<file path="config.mk">
export PLATFORM = sky130hd
export DESIGN_NAME = rstcause_reg
export DESIGN_NICKNAME = d
export VERILOG_FILES = /design/src/rtl/rstcause_pkg.sv /design/src/rtl/rstcause_flag.sv /design/src/rtl/rstcause_decode.sv /design/src/rtl/rstcause_rdmux.sv /design/src/rtl/rstcause_reg.sv
export SDC_FILE = /design/constraint.sdc
export NUM_CORES = 1
export LEC_CHECK = 0
export BUFFER_PORTS_ARGS = -buffer_cell sky130_fd_sc_hd__buf_2
export CAP_MARGIN = 20
export CORE_AREA = 2 2 39 41
export CTS_BUF_LIST = sky130_fd_sc_hd__clkbuf_8
export DETAILED_ROUTE_END_ITERATION = 8
export DIE_AREA = 0 0 41 43
export PLACE_DENSITY = 0.64
export SYNTH_ARGS = -nofsm -noshare
export SYNTH_HDL_FRONTEND = slang
export SYNTH_HIERARCHICAL = 1
export SYNTH_SLANG_ARGS = --single-unit
</file>
<file path="constraint.sdc">
create_clock -name clk -period 1.5 [get_ports clk]
set_input_delay 0.075 -clock clk [delete_from_list [all_inputs] [get_ports clk]]
set_output_delay 0.075 -clock clk [all_outputs]
set_load 0.02 [all_outputs]
</file>
<file path="src/rtl/rstcause_pkg.sv">
// Package: shared constants for the reset-cause register.
// Assumes an 8-bit register. The flag bit positions are fixed because
// firmware decodes them.
package rstcause_pkg;
    localparam int REG_W = 8;
    localparam int POR_BIT = 0;
    localparam int EXT_BIT = 1;
    localparam int WDT_BIT = 3;
    // Bits that hold a flag; the other bits are reserved.
    localparam logic [REG_W-1:0] FLAG_MASK =
        (REG_W'(1) << POR_BIT) | (REG_W'(1) << EXT_BIT) | (REG_W'(1) << WDT_BIT);
    // Flags that a power-on event clears.
    localparam logic [REG_W-1:0] PORCLR_MASK =
        (REG_W'(1) << EXT_BIT) | (REG_W'(1) << WDT_BIT);
    // Flags that raise the reset interrupt.
    localparam logic [REG_W-1:0] IRQ_MASK = FLAG_MASK;

    typedef logic [REG_W-1:0] reg_t;
endpackage

</file>
<file path="src/rtl/rstcause_flag.sv">
// Module: one sticky reset-cause flag.
// Priority is set, then clear, then hold. CLR_ON_POR chooses whether a
// power-on event counts as a clear. Assumes all inputs are synchronous to clk.
module rstcause_flag #(
    parameter bit CLR_ON_POR = 1'b1
) (
    input  logic clk,
    input  logic rst_n,
    input  logic set_i,
    input  logic sw_clr_i,
    input  logic por_i,
    output logic q_o
);
    logic hw_clr;

    // Power-on clear is only present when the parameter asks for it.
    always_comb hw_clr = CLR_ON_POR ? por_i : 1'b0;

    // Flag storage: set beats any clear.
    always_ff @(posedge clk) begin
        if (!rst_n)                q_o <= 1'b0;
        else if (set_i)            q_o <= 1'b1;
        else if (sw_clr_i || hw_clr) q_o <= 1'b0;
    end
endmodule

</file>
<file path="src/rtl/rstcause_decode.sv">
// Module: address match and write decode for the reset-cause register.
// Produces a per-bit clear request for flag bits written with 0. Assumes a
// write is a one-cycle strobe on bus_we.
module rstcause_decode
    import rstcause_pkg::*;
#(
    parameter int ADDR_W = 12,
    parameter logic [ADDR_W-1:0] REG_ADDR = ADDR_W'(12'h02B)
) (
    input  logic [ADDR_W-1:0] addr_i,
    input  logic              we_i,
    input  reg_t              wdata_i,
    output logic              hit_o,
    output reg_t              sw_clr_o
);
    // Address compare.
    always_comb hit_o = (addr_i == REG_ADDR);

    // Zero-write on a flag bit requests its clear; reserved bits never do.
    always_comb sw_clr_o = (hit_o && we_i) ? (~wdata_i & FLAG_MASK) : '0;
endmodule

</file>
<file path="src/rtl/rstcause_rdmux.sv">
// Module: combinational read path. Shows the flags at the register address
// and zero elsewhere. Assumes the flag vector already has zero in reserved
// bits.
module rstcause_rdmux
    import rstcause_pkg::*;
(
    input  logic hit_i,
    input  reg_t flags_i,
    output reg_t rdata_o
);
    // Select the register or zero.
    always_comb rdata_o = hit_i ? (flags_i & FLAG_MASK) : '0;
endmodule

</file>
<file path="src/rtl/rstcause_reg.sv">
// Module: reset-cause status register (top).
// Records power-on/brown-out, external and watchdog reset events in sticky
// flags and raises a reset interrupt while any flag is set. Assumes the event
// inputs are already synchronous one-cycle (or longer) indications.
module rstcause_reg
    import rstcause_pkg::*;
#(
    parameter int ADDR_W = 12,
    parameter logic [ADDR_W-1:0] REG_ADDR = ADDR_W'(12'h02B)
) (
    input  logic              clk,
    input  logic              rst_n,
    input  logic              ev_por,
    input  logic              ev_bod,
    input  logic              ev_ext,
    input  logic              ev_wdt,
    input  logic [ADDR_W-1:0] bus_addr,
    input  logic              bus_we,
    input  logic [REG_W-1:0]  bus_wdata,
    output logic [REG_W-1:0]  bus_rdata,
    output logic              rst_irq
);
    reg_t set_vec;
    reg_t sw_clr;
    reg_t flag_q;
    logic hit;

    // Route each event to the bit it sets.
    always_comb begin
        set_vec          = '0;
        set_vec[POR_BIT] = ev_por | ev_bod;
        set_vec[EXT_BIT] = ev_ext;
        set_vec[WDT_BIT] = ev_wdt;
    end

    rstcause_decode #(.ADDR_W(ADDR_W), .REG_ADDR(REG_ADDR)) u_decode (
        .addr_i   (bus_addr),
        .we_i     (bus_we),
        .wdata_i  (bus_wdata),
        .hit_o    (hit),
        .sw_clr_o (sw_clr)
    );

    // One flag cell per flag bit; reserved bits are tied to zero.
    for (genvar i = 0; i < REG_W; i++) begin : g_bit
        if (FLAG_MASK[i]) begin : g_flag
            rstcause_flag #(.CLR_ON_POR(PORCLR_MASK[i])) u_flag (
                .clk      (clk),
                .rst_n    (rst_n),
                .set_i    (set_vec[i]),
                .sw_clr_i (sw_clr[i]),
                .por_i    (ev_por),
                .q_o      (flag_q[i])
            );
        end else begin : g_rsvd
            assign flag_q[i] = 1'b0;
        end
    end

    rstcause_rdmux u_rdmux (
        .hit_i   (hit),
        .flags_i (flag_q),
        .rdata_o (bus_rdata)
    );

    // Interrupt request while any interrupting flag is set.
    always_comb rst_irq = |(flag_q & IRQ_MASK);
endmodule

</file>
### Word level (Yosys, flattened, before mapping)

Index checks and enable logic that the tools add are counted.

* memory bits (read-only): 0
* RAM bits: 0
* latch bits: 0
* memories: 0
* logic and storage cells: 21
* flip-flop bits (word level): 3
* output and inout bits: 9

* multiplexer cells: 8
* $lt $le $gt $ge: 0
* reduce and logical (&&, ||, !) cells: 7
* $add $sub $neg: 0
* shift-type cells: 0
* multipliers: 0
* bitwise gates (word level): 2
* eq/ne operators: 1
* div/mod/pow operators: 0

Operator list (count)
* 12-bit by 6-bit == test with 1-bit output (second input constant): 1
* 4-bit two-way mux: 2
* 1-bit two-way mux: 6
* 2-bit nonzero test: 3
* 4-bit NOT: 1
* 3-bit OR reduction: 1
* 1-bit logical OR: 2
* 1-bit logical AND: 1
* 1-bit bitwise OR: 1

### Logic depth before layout (Yosys ltp)

Gate-level depths: netlist of the first run.

* depth after elaboration: 6
* mapped depth: 4
* mapped depth without buffers: 4

### By module

The synthesis of the first run kept the hierarchy.

Modules (own cells, without submodules)
* rstcause_decode: area an instance 117.6 sq um, cells each 16, seq. area each 0.0 sq um, times used 1
* rstcause_flag at g_bit[1].g_flag.u_flag ...: area an instance 40.0 sq um, cells each 3, seq. area each 20.0 sq um, times used 2
* rstcause_rdmux: area an instance 60.1 sq um, cells each 9, seq. area each 0.0 sq um, times used 1
* rstcause_flag at g_bit[0].g_flag.u_flag: area an instance 41.3 sq um, cells each 3, seq. area each 20.0 sq um, times used 1
* rstcause_reg: area an instance 16.3 sq um, cells each 3, seq. area each 0.0 sq um, times used 1

### Worst setup path after synthesis of the first run

No wires, ideal clock.

* path type: in2reg
* start point: in bus_addr[8]
* end point: reg g_bit[0].g_flag.u_flag.q_o
* stages: 4
* arrival time: 1277 ps
* setup slack: 109 ps
* cells stage by stage: or4_4 > nor4_1 > nor2b_4 > o21a_1

* cells in the longest elaborated chain, start to end: 4

Ends and longest elaborated chain
* from (decl): line rstcause_reg.sv:17 `input logic [ADDR_W-1:0] bus_addr,`
* 12-bit by 6-bit == test with 1-bit output: line rstcause_decode.sv:17 `always_comb hit_o = (addr_i == REG_ADDR);`
* 1-bit logical AND: line rstcause_decode.sv:20 `always_comb sw_clr_o = (hit_o && we_i) ? (~wdata_i & FLAG_MASK) : '0;`
* 4-bit two-way mux: line rstcause_decode.sv:20
* named net sw_clr[0]: line rstcause_reg.sv:24 `reg_t sw_clr;`
* 2-bit nonzero test (no line)
* to (signal assigned): line rstcause_flag.sv:21 `if (!rst_n) q_o <= 1'b0;`
* to (signal assigned): line rstcause_flag.sv:22 `else if (set_i) q_o <= 1'b1;`
* to (signal assigned): line rstcause_flag.sv:23 `else if (sw_clr_i || hw_clr) q_o <= 1'b0;`
* to (decl): line rstcause_flag.sv:12 `output logic q_o`

The timed path passes the listed nets, and every way through them passes these cells.
A chain may end at the register's enable or synchronous reset.

### Worst setup path in the final report of the first run

* start point: in bus_addr[8]
* end point: out bus_rdata[1]

* cells in the longest elaborated chain, start to end: 2

Ends and longest elaborated chain
* 12-bit by 6-bit == test with 1-bit output: line rstcause_decode.sv:17
* named net hit: line rstcause_reg.sv:26 `logic hit;`
* 4-bit two-way mux: line rstcause_rdmux.sv:12 `always_comb rdata_o = hit_i ? (flags_i & FLAG_MASK) : '0;`
* to (decl): line rstcause_reg.sv:20 `output logic [REG_W-1:0] bus_rdata,`

The timed path passes the listed nets, and every way through them passes these cells.

==> metrics.log, run 1 <==
INFO  metric design.die.area = around 0.0018 sq mm
INFO  metric clock-sinks = 3
INFO  metric top_cell_by_count_worst_path = buf_2
INFO  metric regMostFlops = g_bit.g_flag.u_flag/q_o
INFO  metric number_of_cts_inserted_buffers = 3
INFO  metric crit_fanout = 4
INFO  metric flip_flop_count_of_the_largest_register_all_copies_and_words_added = 3
INFO  metric mappedNetlistArea = 270 sq um
INFO  metric finish.net_count = about 90
INFO  metric final_worst_path_cycle_share = 0.915
INFO  metric unrepaired_setup_endpoints_after_global_routing = false
INFO  metric port-buffer-count = 25
INFO  metric gr-usage-all-layers = 0.0701
INFO  metric worst_path_largest_cell_delay = 550 ps
INFO  metric crit_type = primary input to output pin
INFO  metric critPathCaptureType = output pin
INFO  metric boundaryPins = 36
INFO  metric route.antenna.remaining_nets = 0
INFO  metric die_w = about 40 um
INFO  metric cts_repair_resizes = 0
INFO  metric finalWirelength = just over 600 um
INFO  metric post_drt_wl_per_cell = between 8 and 9 um
INFO  metric cts_hold_repair.buffers = 0
INFO  metric power.leakage = about 0.23 nW
INFO  metric timing.critical_path.slowest_stage_cell = or4_4
INFO  metric grt_pass1_wl = between 800 and 900 um
INFO  metric reg2reg_depth = 2
INFO  metric post_cts_repair_setup_buffers = 0
INFO  metric drt_pass1_iterations = 2
INFO  metric largest_registers = g_bit.g_flag.u_flag/q_o (3)
INFO  metric share_of_power_burned_in_registers = 0.236
INFO  metric die-height = 43 um
INFO  metric post_route_cells_drive_above_1_share = 0.600
INFO  metric globalRouteOverflowTotal = 0
INFO  metric maxSlewViolCount = 0
INFO  metric switching_power = a little over 80 uW
INFO  metric pwr-share-comb = 0.173
INFO  metric drc = 0
INFO  metric power.internal = 295 uW
INFO  metric initial_utilization = 0.195
INFO  metric ctsRootBufferMaster = clkbuf_8
INFO  metric post-route-min-period = roughly 1400 ps
INFO  metric tritoncts_clock_tree = built
INFO  metric yosysWarningCount = 6
INFO  metric netSwitchingFraction = 0.218
INFO  metric hold_path.startpoint = ev_ext
INFO  metric critical_path.top_delay_family = simple AND/OR/NAND/NOR gates
INFO  metric setup_viol = 0
INFO  metric cellPowerDensity = 834 mW/mm^2
INFO  metric detailedPlacementHpwl = 536 um
INFO  metric hold_ws = between 70 and 80 ps
INFO  metric synthCells = 30
INFO  metric grt_busiest_layer = met2
INFO  metric final.setup_skew = 0 ps
INFO  metric vdd.ir_drop.worst = ~0.31 mV
INFO  metric maxCapViolCount = 0
INFO  metric timing.reg2reg.setup_slack = just under 800 ps
INFO  metric worst_setup_sp = bus_addr[8]
INFO  metric clkLatencyLatePin = around 210 ps
INFO  metric critical_path_depth = 5
INFO  metric hold_path_depth = 2
INFO  metric timing.fmax = 729 MHz
INFO  metric report.final.hold_viol_count = 0
INFO  metric area_delta_synth_final = 67.6%
INFO  metric n_antenna_cell = 0
INFO  metric crit_path_cell_trace = buf_2, or4_4, nor3_1, and2_1, buf_2
INFO  metric antenna_found_initial = 0
INFO  metric critical_path.startpoint_type = primary input
INFO  metric timing.rr.end = g_bit[1].g_flag.u_flag/q_o$_SDFFE_PN0P_
INFO  metric crit-reg2reg-launch = g_bit[1].g_flag.u_flag/q_o$_SDFFE_PN0P_
INFO  metric grt_start_max_net_pins = 5
INFO  metric setup_tns = 0 ps
INFO  metric drt-vias-per-instance = 3.99
INFO  metric first_iter_violations = 1
INFO  metric gp_congestion = around 0.58
INFO  metric max-clock-path-buffers = 2
INFO  metric cp.arrival = approximately 1300 ps
INFO  metric coreArea = between 0.001 and 0.0015 sq mm
INFO  metric rows = 14
INFO  metric power_frac_clock = 0.591
INFO  metric grt.met1_usage = 0.0478
INFO  metric crit_path_end = bus_rdata[1]
INFO  metric combined_buffer_and_inverter_count_along_the_critical_path = 2
INFO  metric required = between 1000 and 1500 ps
INFO  metric globalRouteMet2Util = 0.134
INFO  metric met3_layer_usage_reported_by_global_route = 0.0314
INFO  metric vias = 303
INFO  metric cts.htree.levels = 1
INFO  metric status = finished clean
INFO  metric hold_path.class = primary input to flop
INFO  metric grt_pass1_vias = 250
INFO  metric synth_area_per_cell = 9.01 sq um
INFO  metric path_clk_slew = 30 ps
-- per-stage QoR --
stage               std cells   util  instance area (sq um)  setup WS, ps  total power [mW]
finish                     76  0.327                    453           128             0.378
global route               76  0.327                    453          33.4             0.397
CTS                        76  0.327                    453           116             0.385
detailed placement         72  0.295                    408          25.7             0.156
global placement           72  0.295                    408          35.5             0.155
floorplan                  34      -                    285           109             0.133
-- power by group through the flow --
stage | combinational (mW) | clock, mW | sequential, mW
after floorplan | 0.0443 | 0 | 0.0889
after global placement | 0.0648 | 0 | 0.0897
after detailed placement | 0.0661 | 0 | 0.0901
after CTS | 0.0665 | 0.229 | 0.0893
after global routing | 0.0733 | 0.235 | 0.0894
final | 0.0655 | 0.223 | 0.0891
-- routing by layer --
metal	up-vias	wire, um
li1	158	-
met1	132	194
met2	13	367
met3	0	49
met4	0	0
met5	-	0
-- cells in the final DEF (no fill, tap or decap), types with 2 or more instances in the layout --
| cell type | n |
|---|---|
| buf_2 | 25 |
| conb_1 | 5 |
| clkbuf_8 | 3 |
| o21a_1 | 3 |
| dfxtp_1 | 3 |
| nand2b_1 | 3 |
| nor4_1 | 3 |
| and2_1 | 3 |
| buf_4 | 2 |
| nor3b_2 | 2 |
-- cell type report --
type | instances | area, sq um
Clock inverter | 1 | 3.75
Clock buffer | 3 | 41.3
Timing Repair Buffer | 27 | 140
Multi-Input combinational cell | 26 | 188
Fill cell | 151 | 931
Sequential cell | 3 | 60.1
Tap cell | 16 | 20.0
-- how the worst min path moves through the flow --
| stage | slack [ps] | to |
|---|---|---|
| after floorplan | 190 | g_bit[0].g_flag.u_flag/q_o$_SDFFE_PN0P_ |
| after global placement | 290 | g_bit[3].g_flag.u_flag/q_o$_SDFFE_PN0P_ |
| after detailed placement | 290 | g_bit[1].g_flag.u_flag/q_o$_SDFFE_PN0P_ |
| after CTS | 70 | g_bit[1].g_flag.u_flag/q_o$_SDFFE_PN0P_ |
| after global routing | 70 | g_bit[3].g_flag.u_flag/q_o$_SDFFE_PN0P_ |
| final | 70 | g_bit[1].g_flag.u_flag/q_o$_SDFFE_PN0P_ |
Note: power is estimated with default switching activity, not from simulation.
==> inputs of run 2 (changes only) <==
--- a/config.mk
+++ b/config.mk
@@ -8,10 +8,11 @@
 export BUFFER_PORTS_ARGS = -buffer_cell sky130_fd_sc_hd__buf_2
 export CAP_MARGIN = 20
 export CORE_AREA = 2 2 39 41
-export CTS_BUF_LIST = sky130_fd_sc_hd__clkbuf_8
+export CTS_BUF_LIST = sky130_fd_sc_hd__clkbuf_4 sky130_fd_sc_hd__clkbuf_8
 export DETAILED_ROUTE_END_ITERATION = 8
 export DIE_AREA = 0 0 41 43
 export PLACE_DENSITY = 0.64
+export SETUP_SLACK_MARGIN = 0.15
 export SYNTH_ARGS = -nofsm -noshare
 export SYNTH_HDL_FRONTEND = slang
 export SYNTH_HIERARCHICAL = 1
==> run 2 against run 1 <==
Compared with the run above: hold slack got worse by 16 ps; sequential power barely moved; clock skew did not move; largest power group unchanged.
==> metrics.log, run 2 (same netlist as run 1, synthesis figures left out) <==
INFO  metric status = finished clean
INFO  metric post_drt_wl_per_cell = 9.20 um
INFO  metric tritoncts_clock_tree = built
INFO  metric drc = 0
INFO  metric hold_path.startpoint = ev_wdt
INFO  metric cp.arrival = about 1200 ps
INFO  metric area_delta_synth_final = 75.0%
INFO  metric most_common_cell_after_layout_fill_and_taps_aside = buf_2
INFO  metric min_delay_worst_endpoint = g_bit[3].g_flag.u_flag/q_o$_SDFFE_PN0P_
INFO  metric timing.rr.end = g_bit[3].g_flag.u_flag/q_o$_SDFFE_PN0P_
INFO  metric max-clock-path-buffers = 2
INFO  metric globalRouteOverflowTotal = 0
INFO  metric design.die.area = approximately 0.0018 sq mm
INFO  metric combined_area_of_the_multi_input_logic_cells = between 200 and 250 sq um
INFO  metric finish.net_count = 86
INFO  metric crit_fanout = 4
INFO  metric clock-sinks = 3
INFO  metric mostFrequentLayoutCells = buf_2 (21), conb_1 (5), clkbuf_4 (4), buf_6 (4)
INFO  metric post-route-min-period = 1320 ps
INFO  metric critical_path.startpoint_type = primary input
INFO  metric number_of_cts_inserted_buffers = 3
INFO  metric final.setup_skew = 0 ps
INFO  metric setup_tns = 0 ps
INFO  metric power.leakage = ~0.24 nW
INFO  metric path_clk_slew = approximately 40 ps
INFO  metric crit-reg2reg-launch = g_bit[3].g_flag.u_flag/q_o$_SDFFE_PN0P_
INFO  metric placedCellCount = 70
INFO  metric vias = roughly 320
INFO  metric grt_start_max_net_pins = 5
INFO  metric cellPowerDensity = approximately 690 mW/mm^2
INFO  metric cts.htree.levels = 1
INFO  metric port-buffer-count = 25
INFO  metric grt_pass1_vias = between 200 and 300
INFO  metric timing.fmax = approximately 760 MHz
INFO  metric largest_registers = g_bit.g_flag.u_flag/q_o (3)
INFO  metric die-height = between 40 and 50 um
INFO  metric first_iter_violations = 5
INFO  metric setup_slack = around 180 ps
INFO  metric final_worst_path_cycle_share = 0.877
INFO  metric die_w = 41 um
INFO  metric setup_viol = 0
INFO  metric initial_utilization = 0.195
INFO  metric antenna_found_initial = 0
INFO  metric vdd.ir_drop.worst = 0.210 mV
INFO  metric hold_path.class = primary input to flop
INFO  metric boundaryPins = 36
INFO  metric n_antenna_cell = 0
INFO  metric power.total = 324 uW
INFO  metric critPathCaptureType = output pin
INFO  metric fin_cells = 74
INFO  metric coreArea = around 0.0014 sq mm
INFO  metric placement.setup.worst_slack = 19.2 ps
INFO  metric gr-usage-all-layers = 0.0970
INFO  metric reg2reg_depth = 2
INFO  metric gp_congestion = between 0.5 and 0.6
INFO  metric ctsRootBufferMaster = clkbuf_4
INFO  metric required = between 1000 and 1500 ps
INFO  metric hold_ws = about 57 ps
INFO  metric cts_hold_repair.buffers = 0
INFO  metric rows = 14
INFO  metric finalWirelength = between 600 and 700 um
INFO  metric report.final.hold_viol_count = 0
INFO  metric maxSlewViolCount = 0
INFO  metric route.antenna.remaining_nets = 0
INFO  metric timing.reg2reg.setup_slack = 760 ps
INFO  metric unrepaired_setup_endpoints_after_global_routing = true
INFO  metric flip_flop_count_of_the_largest_register_all_copies_and_words_added = 3
INFO  metric regMostFlops = g_bit.g_flag.u_flag/q_o
INFO  metric clkLatencyLatePin = about 240 ps
INFO  metric drt_pass1_iterations = 2
INFO  metric maxCapViolCount = 0
INFO  metric drt-vias-per-instance = between 4 and 5
INFO  metric area.sequential = 60.1 sq um
INFO  metric crit_type = primary input to output pin
INFO  metric post_route_cells_drive_above_1_share = 0.690
INFO  metric num-fill-cells = around 150
INFO  metric hold_path_depth = 2
INFO  metric grt_pass1_wl = between 1000 and 1500 um
-- run 2: cell types whose count changed in the layout (fill, tap and decap cells not counted), sizes merged --
cell,delta
buf,-2
clkbuf,+1
inv,-1
-- run 2: where the power goes --
part	switching, mW	internal, mW
Combinational	0.0325	0.0375
Sequential	0.00324	0.0857
Clock	0.0474	0.118
Total	0.0832	0.241
-- run 2: per-stage QoR --
step / util / instance area, sq um
after detailed placement: 0.288 / 399
after global placement: 0.288 / 399
final: 0.342 / 473
after floorplan: - / 292
after global routing: 0.342 / 473
after CTS: 0.314 / 434
-- run 2: worst max-delay path by stage --
stage | startpoint | end | cells after the start | slack, ps
floorplan | bus_addr[8] | g_bit[0].g_flag.u_flag/q_o$_SDFFE_PN0P_ | 4 | 190
global placement | bus_addr[8] | g_bit[3].g_flag.u_flag/q_o$_SDFFE_PN0P_ | 5 | 30
detailed placement | bus_addr[8] | g_bit[3].g_flag.u_flag/q_o$_SDFFE_PN0P_ | 5 | 20
CTS | bus_addr[8] | bus_rdata[1] | 5 | 170
global route | bus_addr[9] | bus_rdata[1] | 5 | 140
finish | bus_addr[9] | bus_rdata[1] | 5 | 180
-- run 2: repair_timing --
action                     4_1_cts  5_1_grt
pin swaps                        0        5
gates resized for setup          1       11
buffers inserted                 0        0
setup endpoints to repair        3        3
-- run 2: final cells by class --
class,count,share of cell area
Sequential cell,3,0.127
Tap cell,16,0.0423
Clock buffer,4,0.0635
Timing Repair Buffer,25,0.317
Multi-Input combinational cell,26,0.450
-- run 2: critical path, cell delays in order --
cell and delay (ps):
buf_6 90, or4b_4 570, nor3_4 230, and2_4 170
buf_6 110
-- run 2: metal layers --
layer	vias to the layer above	global-route usage	share of wire
li1	155	-	-
met1	152	0.0730	0.30
met2	15	0.147	0.60
met3	2	0.0471	0.081
met4	0	0.120	0.019
met5	-	0	0
==> inputs of run 3 (changes only) <==
--- a/config.mk
+++ b/config.mk
@@ -11,9 +11,8 @@
 export CTS_BUF_LIST = sky130_fd_sc_hd__clkbuf_4 sky130_fd_sc_hd__clkbuf_8
 export DETAILED_ROUTE_END_ITERATION = 8
 export DIE_AREA = 0 0 41 43
-export PLACE_DENSITY = 0.64
+export PLACE_DENSITY = 0.58
 export SETUP_SLACK_MARGIN = 0.15
 export SYNTH_ARGS = -nofsm -noshare
 export SYNTH_HDL_FRONTEND = slang
-export SYNTH_HIERARCHICAL = 1
 export SYNTH_SLANG_ARGS = --single-unit
==> run 3 against run 2 <==
Compared with the run above: fmax increased by 16%; sequential power about the same; count of clock-buffer cells in the layout unchanged; hold slack lost 1.8 ps; wire length is 1.5% lower; critical path depth down 3; highest routed layer unchanged; power shrank 4.0%; synthesized cell count down 6.7%; combinational power fell by 13%; largest power group unchanged; setup slack better by 180 ps; clock skew did not move.
==> metrics.log, run 3 <==
INFO  metric setup_slack = about 370 ps
INFO  metric maxSlewViolCount = 0
INFO  metric grt_pass1_wl = roughly 1100 um
INFO  metric grt_start_max_net_pins = 7
INFO  metric post-route-min-period = about 1100 ps
INFO  metric die_w = between 40 and 50 um
INFO  metric globalRouteOverflowTotal = 0
INFO  metric path_clk_slew = 40 ps
INFO  metric boundaryPins = 36
INFO  metric crit_type = flop to output pin
INFO  metric initial_utilization = 0.171
INFO  metric cp.arrival = between 1000 and 1500 ps
INFO  metric power.leakage = around 0.21 nW
INFO  metric rows = 14
INFO  metric number_of_cts_inserted_buffers = 3
INFO  metric n_antenna_cell = 0
INFO  metric post_drt_wl_per_cell = 9.32 um
INFO  metric timing.rr.end = g_bit[0].g_flag.u_flag.q_o$_SDFFE_PN0P_
INFO  metric count_of_flip_flops_with_a_built_in_enable_after_synthesis = 0
INFO  metric cts.htree.levels = 1
INFO  metric placement.setup.worst_slack = ~470 ps
INFO  metric fin_cells = 72
INFO  metric synth_area_leader_cell = dfxtp_1
INFO  metric status = finished clean
INFO  metric crit-reg2reg-launch = g_bit[0].g_flag.u_flag.q_o$_SDFFE_PN0P_
INFO  metric drt-vias-per-instance = slightly above 4
INFO  metric maxCapViolCount = 0
INFO  metric crit_path_end = rst_irq
INFO  metric first_iter_violations = 0
INFO  metric required = approximately 1400 ps
INFO  metric finish.net_count = between 80 and 90
INFO  metric critPathCaptureType = output pin
INFO  metric asyncSetResetFlopFracSynth = 0
INFO  metric crit_fanout = 3
INFO  metric largest_registers = g_bit.g_flag.u_flag.q_o (3)
INFO  metric max-clock-path-buffers = 2
INFO  metric synthCells = 28
INFO  metric drc = 0
INFO  metric finalWirelength = ~670 um
INFO  metric cts_repair_resizes = 0
INFO  metric vias = 298
INFO  metric port-buffer-count = 25
INFO  metric tritoncts_clock_tree = built
INFO  metric design.die.area = roughly 0.0018 sq mm
INFO  metric mappedNetlistArea = between 200 and 250 sq um
INFO  metric area_delta_synth_final = 64.6%
INFO  metric worst_setup_sp = g_bit[0].g_flag.u_flag.q_o$_SDFFE_PN0P_
INFO  metric setup_viol = 0
INFO  metric clock-sinks = 3
INFO  metric regMostFlops = g_bit.g_flag.u_flag.q_o
INFO  metric synth_area_per_cell = ~8.4 sq um
INFO  metric report.final.hold_viol_count = 0
INFO  metric most_common_cell_after_layout_fill_and_taps_aside = buf_2
INFO  metric setup_tns = 0 ps
INFO  metric yosysWarningCount = 0
INFO  metric final.setup_skew = 0 ps
INFO  metric cellPowerDensity = 800 mW/mm^2
INFO  metric timing.reg2reg.setup_slack = 740 ps
INFO  metric drt_pass1_iterations = 1
INFO  metric ys_top_cells_by_area = dfxtp_1 (25%), buf_4 (16%), and4bb_1 (11%), a31oi_1 (7.9%), and2_1 (7.9%)
INFO  metric unrepaired_setup_endpoints_after_global_routing = false
INFO  metric die-height = 43 um
INFO  metric grt_pass1_vias = 299
INFO  metric timing.fmax = about 880 MHz
INFO  metric yosys.cell_count.top_type = buf_4
INFO  metric hold_ws = 54.8 ps
INFO  metric coreArea = roughly 0.0014 sq mm
INFO  metric mostFrequentLayoutCells = buf_2 (25), conb_1 (5), clkbuf_4 (4)
INFO  metric synth_flop_cell = dfxtp_1
INFO  metric hold_path_depth = 2
INFO  metric critical_path.startpoint_type = flop
INFO  metric flip_flop_count_of_the_largest_register_all_copies_and_words_added = 3
INFO  metric gp_congestion = 0.619
INFO  metric yosysTopAreaCellShare = 0.254
INFO  metric synth_commonest_cells = buf_4 (5), a31oi_1 (3), and2_1 (3), dfxtp_1 (3)
INFO  metric postSynthRegisterBits = 3
INFO  metric synth_cell_types = 14
INFO  metric num-fill-cells = between 150 and 200
INFO  metric final_worst_path_cycle_share = 0.756
INFO  metric reg2reg_depth = 2
INFO  metric ys_seq_area_frac = 0.254
INFO  metric gr-usage-all-layers = 0.0982
INFO  metric antenna_found_initial = 0
INFO  metric combined_area_of_the_multi_input_logic_cells = around 150 sq um
INFO  metric placedCellCount = 68
INFO  metric ctsRootBufferMaster = clkbuf_4
INFO  metric clkLatencyLatePin = between 200 and 250 ps
INFO  metric layout.core_utilization = 0.281
INFO  metric route.antenna.remaining_nets = 0
INFO  metric post_cts_repair_setup_buffers = 0
INFO  metric vdd.ir_drop.worst = between 0.1 and 0.15 mV
INFO  metric area.sequential = approximately 60 sq um
INFO  metric post_route_cells_drive_above_1_share = 0.554
INFO  metric cts_hold_repair.buffers = 0
INFO  metric hold_path.class = primary input to flop
## run 3: changes by cell type in the layout (fill, tap and decap cells not counted), moves of 2 or more
cell / change
and4bb_1: +2
a31oi_1: +3
buf_6: -4
nor2b_1: +2
o21a_1: -3
buf_2: +4
and2_4: -3
nor4_1: -2
nor2_1: +2
and2_1: +3
nand2b_1: -3
nor3b_2: -2
o21ai_0: +2
## run 3: power breakdown
part           internal, mW  switching [mW]  total (mW)
registers            0.0857         0.00321      0.0889
clock network         0.118          0.0440       0.162
logic                0.0299          0.0307      0.0606
## run 3: through the flow
| stage | area (sq um) | power (mW) |
|---|---|---|
| finish | 389 | 0.311 |
| global placement | 359 | 0.150 |
| CTS | 389 | 0.319 |
| detailed placement | 359 | 0.151 |
| floorplan | 251 | 0.126 |
| global route | 389 | 0.332 |
## run 3: area by class of cell
cell class | count | share of cell area
clock buffers | 4 | 0.0772
flip-flops and latches | 3 | 0.154
well taps | 16 | 0.0514
repair buffers | 25 | 0.322
multi-input cells | 24 | 0.395
## run 3: layer usage
layer / share of wire / track usage / vias up
met3: 0.088 / 0 / 2
met2: 0.61 / 0.175 / 20
met1: 0.28 / 0.0671 / 129
li1: - / - / 147
met5: 0 / 0 / -
met4: 0.021 / 0.140 / 0
## run 3: cells by family after synthesis
kind of cell,share of synthesized area
simple gates,0.418
compound gates,0.153
buf+inv,0.159
flops,0.254
other cells,0.0159
## run 3: how the worst min path moves through the flow
stage                       from                                 endpoint  slack (ps)
after global routing      bus_we  g_bit[3].g_flag.u_flag.q_o$_SDFFE_PN0P_          70
after floorplan           bus_we  g_bit[0].g_flag.u_flag.q_o$_SDFFE_PN0P_         170
after detailed placement  bus_we  g_bit[3].g_flag.u_flag.q_o$_SDFFE_PN0P_         300
after global placement    bus_we  g_bit[0].g_flag.u_flag.q_o$_SDFFE_PN0P_         300
final                     bus_we  g_bit[3].g_flag.u_flag.q_o$_SDFFE_PN0P_          50
after CTS                 bus_we  g_bit[3].g_flag.u_flag.q_o$_SDFFE_PN0P_          50
## run 3: critical path: stages, from the launching register on
cell and delay (ps):
dfxtp_1 310, or3_1 350, buf_2 160
